File: src/rtl/ctg_pkg.sv
package ctg_pkg;
  localparam int DIV_W          = 8;    // width of divider values A and B
  localparam int STARTUP_CYCLES = 648;  // master cycles before the first frame
  localparam int SHIFT_LOG2     = 2;    // shift clock = master / 2**SHIFT_LOG2
  localparam int WINDOW_SHIFTS  = 16;   // frame-sync length in shift periods

  // zero divider values behave as one
  function automatic logic [DIV_W-1:0] eff_div(input logic [DIV_W-1:0] v);
    return (v == '0) ? DIV_W'(1) : v;
  endfunction
endpackage

File: src/rtl/ctg_reset_sync.sv
module ctg_reset_sync (
  input  logic clk,
  input  logic rst_n,
  output logic srst_n
);
  logic stage_q;

  always_ff @(posedge clk or negedge rst_n) begin
    if (!rst_n) begin
      stage_q <= 1'b0;
      srst_n  <= 1'b0;
    end else begin
      stage_q <= 1'b1;
      srst_n  <= stage_q;
    end
  end
endmodule

File: src/rtl/ctg_startup.sv
module ctg_startup #(
  parameter int COUNT = 648
) (
  input  logic clk,
  input  logic rst_n,
  output logic go,
  output logic running
);
  localparam int CW = (COUNT > 2) ? $clog2(COUNT) : 1;

  logic [CW-1:0] cnt_q, cnt_d;
  logic          run_d;

  assign go = !running && (cnt_q == '0);

  always_comb begin
    cnt_d = cnt_q;
    run_d = running;
    if (!running) begin
      if (cnt_q == '0) run_d = 1'b1;
      else             cnt_d = cnt_q - CW'(1);
    end
  end

  always_ff @(posedge clk or negedge rst_n) begin
    if (!rst_n) begin
      cnt_q   <= CW'(COUNT - 1);
      running <= 1'b0;
    end else begin
      cnt_q   <= cnt_d;
      running <= run_d;
    end
  end
endmodule

File: src/rtl/ctg_shift_gen.sv
module ctg_shift_gen #(
  parameter int LOG2 = 2
) (
  input  logic clk,
  input  logic rst_n,
  output logic shift_clk,
  output logic rise_en
);
  logic [LOG2-1:0] ph_q, ph_d;

  // rising edge of shift_clk happens on the edge that leaves this phase
  localparam logic [LOG2-1:0] PRE_RISE = LOG2'((1 << (LOG2 - 1)) - 1);

  assign shift_clk = ph_q[LOG2-1];
  assign rise_en   = (ph_q == PRE_RISE);

  always_comb ph_d = ph_q + LOG2'(1);

  always_ff @(posedge clk or negedge rst_n) begin
    if (!rst_n) ph_q <= '0;
    else        ph_q <= ph_d;
  end
endmodule

File: src/rtl/ctg_prog_div.sv
module ctg_prog_div
  import ctg_pkg::*;
#(
  parameter int VAL_W = DIV_W,
  parameter int SCALE_LOG2 = 0
) (
  input  logic             clk,
  input  logic             rst_n,
  input  logic             start,
  input  logic             en,
  input  logic [VAL_W-1:0] val,
  output logic             tick
);
  localparam int CNT_W = VAL_W + SCALE_LOG2;

  logic [CNT_W-1:0] cnt_q, cnt_d, reload;
  logic [VAL_W-1:0] v_eff;

  always_comb begin
    v_eff  = (val == '0) ? VAL_W'(1) : val;
    reload = (CNT_W'(v_eff) << SCALE_LOG2) - CNT_W'(1);
  end

  assign tick = en && (cnt_q == '0);

  always_comb begin
    cnt_d = cnt_q;
    if (start)     cnt_d = reload;
    else if (en) begin
      if (cnt_q == '0) cnt_d = reload;   // new value only at terminal count
      else             cnt_d = cnt_q - CNT_W'(1);
    end
  end

  always_ff @(posedge clk or negedge rst_n) begin
    if (!rst_n) cnt_q <= '0;
    else        cnt_q <= cnt_d;
  end

  // a period is never shorter than two enables
  a_r2_tick_isolated: assert property (@(posedge clk) disable iff (!rst_n)
    (tick && SCALE_LOG2 > 0) |=> !tick);
endmodule

File: src/rtl/ctg_fsync.sv
module ctg_fsync #(
  parameter int WINDOW = 16
) (
  input  logic clk,
  input  logic rst_n,
  input  logic rise_en,
  input  logic frame_evt,
  output logic fsync_n
);
  localparam int BW = $clog2(WINDOW);

  logic [BW-1:0] bits_q, bits_d;
  logic          pend_q, pend_d, fs_d;

  always_comb begin
    bits_d = bits_q;
    pend_d = pend_q || frame_evt;
    fs_d   = fsync_n;
    if (rise_en) begin
      if (!fsync_n) begin
        if (bits_q == BW'(WINDOW - 1)) fs_d = 1'b1;
        else                           bits_d = bits_q + BW'(1);
      end else if (pend_q || frame_evt) begin
        fs_d   = 1'b0;
        bits_d = '0;
        pend_d = 1'b0;
      end
    end
  end

  always_ff @(posedge clk or negedge rst_n) begin
    if (!rst_n) begin
      bits_q  <= '0;
      pend_q  <= 1'b0;
      fsync_n <= 1'b1;
    end else begin
      bits_q  <= bits_d;
      pend_q  <= pend_d;
      fsync_n <= fs_d;
    end
  end

  // the window only opens on a pending or current frame
  a_r3_open_needs_frame: assert property (@(posedge clk) disable iff (!rst_n)
    $fell(fsync_n) |-> $past(pend_q || frame_evt));
endmodule

File: src/rtl/codec_timing_gen.sv
module codec_timing_gen
  import ctg_pkg::*;
(
  input  logic             clk,
  input  logic             rst_n,
  input  logic [DIV_W-1:0] div_a,
  input  logic [DIV_W-1:0] div_b,
  output logic             shift_clk,
  output logic             fclk_en,
  output logic             fsync_n
);
  logic srst_n, go, running, rise_en, frame_tick, frame_evt;

  ctg_reset_sync u_rst (
    .clk    (clk),
    .rst_n  (rst_n),
    .srst_n (srst_n)
  );

  ctg_startup #(.COUNT(STARTUP_CYCLES)) u_start (
    .clk     (clk),
    .rst_n   (srst_n),
    .go      (go),
    .running (running)
  );

  ctg_shift_gen #(.LOG2(SHIFT_LOG2)) u_shift (
    .clk       (clk),
    .rst_n     (srst_n),
    .shift_clk (shift_clk),
    .rise_en   (rise_en)
  );

  // filter clock: 2*A master cycles
  ctg_prog_div #(.VAL_W(DIV_W), .SCALE_LOG2(1)) u_fdiv (
    .clk   (clk),
    .rst_n (srst_n),
    .start (go),
    .en    (running),
    .val   (div_a),
    .tick  (fclk_en)
  );

  // frame: B filter clocks
  ctg_prog_div #(.VAL_W(DIV_W), .SCALE_LOG2(0)) u_bdiv (
    .clk   (clk),
    .rst_n (srst_n),
    .start (go),
    .en    (fclk_en),
    .val   (div_b),
    .tick  (frame_tick)
  );

  assign frame_evt = go || frame_tick;

  ctg_fsync #(.WINDOW(WINDOW_SHIFTS)) u_fs (
    .clk       (clk),
    .rst_n     (srst_n),
    .rise_en   (rise_en),
    .frame_evt (frame_evt),
    .fsync_n   (fsync_n)
  );

  // frame-sync edges sit on shift-clock rising edges
  a_r3_edge_aligned: assert property (@(posedge clk) disable iff (!srst_n)
    !$stable(fsync_n) |-> $rose(shift_clk));

  // shift clock high phase lasts at least two cycles
  a_r1_high_phase: assert property (@(posedge clk) disable iff (!srst_n)
    $rose(shift_clk) |=> shift_clk);

  // nothing happens before the startup interval ends
  a_r5_quiet_startup: assert property (@(posedge clk) disable iff (!srst_n)
    !running |-> (fsync_n && !fclk_en));

  // filter enables only while running
  a_r2_fclk_running: assert property (@(posedge clk) disable iff (!srst_n)
    fclk_en |-> running);
endmodule

File: config.mk
export PLATFORM = sky130hd
export DESIGN_NAME = codec_timing_gen
export DESIGN_NICKNAME = d
export VERILOG_FILES = /design/src/rtl/ctg_pkg.sv /design/src/rtl/ctg_reset_sync.sv /design/src/rtl/ctg_startup.sv /design/src/rtl/ctg_shift_gen.sv /design/src/rtl/ctg_prog_div.sv /design/src/rtl/ctg_fsync.sv /design/src/rtl/codec_timing_gen.sv
export SDC_FILE = /design/constraint.sdc
export NUM_CORES = 1
export LEC_CHECK = 0
export BUFFER_PORTS_ARGS = -buffer_cell sky130_fd_sc_hd__buf_2
export CORE_ASPECT_RATIO = 0.8
export CORE_UTILIZATION = 35
export DETAILED_ROUTE_END_ITERATION = 10
export HOLD_SLACK_MARGIN = 0.1
export PLACE_DENSITY = 0.5
export SETUP_SLACK_MARGIN = 0.5
export SLEW_MARGIN = 15
export SYNTH_ARGS = -nofsm -noshare
export SYNTH_HDL_FRONTEND = slang
export SYNTH_SLANG_ARGS = --single-unit
File: constraint.sdc
create_clock -name clk -period 6.37 [get_ports clk]
set_clock_uncertainty 0.05 [all_clocks]
set_input_delay 1.911 -clock clk [delete_from_list [all_inputs] [get_ports clk]]
set_output_delay 1.911 -clock clk [all_outputs]
set_load 0.01 [all_outputs]
==> flow_summary.ini <==
[run_status]
status = completed

[floorplan]
core_area_um2 = 6380
start_util_pct = 36.0
core.rowCount = 26
fp.dieW_um = 92.6
ioPinCount = 21
fp.dieH_um = 74.4
die_area_um2 = 6890

[critical_path]
slowest_stage = or4b_4
cp_cell_sequence = inv_1 > ha_1 > or4b_4 > nor4b_4 > buf_2
crit_type = reg2out
critPathLaunchType = flop
arrival_ns = 2.04
path_buf_inv = 2
crit_path_end_kind = primary output
crit_family = simple AND/OR/NAND/NOR gates
crit_required_ns = 4.41
slowest_delay_ns = 0.53
crit_fanout = 5

[synth]
yosysSeqAreaShare_pct = 41.7
ys_seq_elements = 38
synthCells = 243
synth_ff_type = dfrtp_1
yosys-top-cells-area = dfrtp_1, dfstp_2, ha_1
avgSynthCellArea_um2 = 9.45
synth_edf_count = 0
synth_warnings = 0
synthArstFlopShare_pct = 100
ys_types = 53
synth_top_area_share_pct = 34.9
syn-cell-area_um2 = 2300
synth_nets = 270
yosysTopAreaCell = dfrtp_1

[route]
wl_met3_um = 85
drc = 0
wl_met1_um = 2530
highest_layer = met4
drtIter0Drc = 58
routed_wl_um = 4740
post_drt_wl_per_cell_um = 13.5
dr_wl_met2_um = 2080
vias = 1800
vias_per_cell = 5.13
ant_nets = 0
dr.pass1.iters = 4

[global_routing]
grt_pass1_vias = 1798
grt_max_degree = 37
grt_first_pass_wirelength_um = 8380
gr-total-overflow = 0
grt.total_usage_pct = 15.5
antenna_found_initial = 0

[clock_tree]
clk_latency_ns = 0.29
htreeDepth = 2
clock_sinks = 38
cts_hold_buf = 0
cts_tree = yes
cts-root-buf = clkbuf_8
cts_buffers = 5
postCtsSetupRepairBufs = 0
cts_resized = 0
path_clk_slew_ns = 0.08
clockBufferDepth = 2

[timing]
period_needed_ns = 4.00
hold_viol = 0
fmax_mhz = 250
maxSlewViolCount = 0
setup_viol = 0
rsz0062_at_grt = false
tns_ns = 0
relSlewSlack_pct = 40.7
worstMarginPinSlew_ns = 0.881
finalCritPeriodShare_pct = 62.8

[finish]
final_cell_mix = dfrtp_1, nor2_1, buf_2
multi_input_area_um2 = 1240
seqCellArea_um2 = 958
fin_nets = 293
fill_cells = 676
area_growth_pct = 12.3
fin_cells = 351
final_layout_size_suffix_gt1_share_pct = 18.0
final_common_cell = dfrtp_1
n_antenna_cell = 0

[power]
seqPwrFrac_pct = 48.5
powerDensity_nw_per_um2 = 253
power_frac_comb_pct = 24.7
p_int_w = 0.000447
swShare_pct = 31.6
clkPwrFrac_pct = 26.7
switchingPower_w = 0.000206
peakVddDrop_uv = 106
power_leakage_nw = 1.10

[place]
dp.cells = 343
hpwl_um = 3460
gp_congestion = 0.825
io_buffers = 20

[run]
drv_cap = 0

[min_path]
hold_path_class = reg2async
==> flip-flops by register name (all words and copies together), names as in the netlist <==
| signal | cells |
|---|---|
| u_start.running | 1 |
| u_fs.fsync_n | 1 |
| u_bdiv.cnt_q | 8 |
| u_start.cnt_q | 10 |
| u_fs.pend_q | 1 |
| u_rst.srst_n | 1 |
| u_rst.stage_q | 1 |
| u_fs.bits_q | 4 |
| u_fdiv.cnt_q | 9 |
| u_shift.ph_q | 2 |
==> layer usage <==
layer  global-route usage [%]  vias to the layer above
met5                        0                        -
met4                     3.47                        0
met3                     3.48                        6
met2                     25.4                        8
met1                     21.0                      863
li1                         -                      923
==> stage by stage <==
stage	util [%]	power [W]	cell area [um2]	hold WS, ns	worst slack (ns)
floorplan	-	0.000440	2300	0.281	2.77
global placement	39.0	0.000485	2490	0.261	2.48
detailed placement	39.0	0.000484	2490	0.268	2.34
CTS	40.4	0.000661	2580	0.274	2.35
global route	40.4	0.000699	2580	0.300	2.25
finish	40.4	0.000653	2580	0.233	2.37
==> power by group through the flow <==
stage	logic [W]	clock network, W	registers, W
4_1_cts	0.000164	0.000181	0.000317
6_report	0.000162	0.000175	0.000317
3_3_place_gp	0.000163	0	0.000322
5_1_grt	0.000187	0.000188	0.000324
2_1_floorplan	0.000126	0	0.000314
3_5_place_dp	0.000163	0	0.000321
==> path summary, 6_finish.rpt <==
path | start | endpoint | slack [ns] | cells past startpoint
setup / recovery | u_fdiv.cnt_q[0] | fclk_en | 2.37 | 5
max in group asynchronous | rst_n | u_rst.stage_q | 4.83 | 1
hold / removal | u_rst.srst_n | u_fdiv.cnt_q[8] | 0.23 | 1
hold reg to reg | u_rst.srst_n | u_fdiv.cnt_q[8] | 0.23 | 1
setup reg to reg | u_fdiv.cnt_q[0] | u_bdiv.cnt_q[7] | 3.71 | 7
min in group clk | u_rst.stage_q | u_rst.srst_n | 0.30 | 0
==> cells in the mapped netlist, types with 4 or more instances <==
library cell and n:
nand2_1 19, a21oi_1 10, a21o_1 4, dfstp_2 6
mux2i_1 5, inv_1 18, mux2_2 5, dfrtp_1 32
nor3_1 11, nor2_1 22, or3_1 7, xnor2_1 9
nor4_1 5, nand3_1 8, o21ai_0 12, nand2b_1 4
xor2_1 5, ha_1 9
==> area by class of cell <==
class | instances | area share, %
Sequential cell | 38 | 37.2
Clock buffer | 7 | 3.35
Tap cell | 84 | 4.08
Multi-Input combinational cell | 181 | 48.1
Timing Repair Buffer | 22 | 4.47
Clock inverter | 1 | 0.194
Inverter | 18 | 2.62
==> logic make-up after synthesis <==
family | count (synthesis) | share of synthesized area [%]
fa+ha+maj | 9 | 4.90
xor+xnor | 14 | 5.34
compound gates | 52 | 16.4
buf+inv | 24 | 4.25
other cells | 1 | 0.163
flops | 38 | 41.7
simple gates | 95 | 22.6
mux | 10 | 4.63
Note: power is estimated with default switching activity, not from simulation.
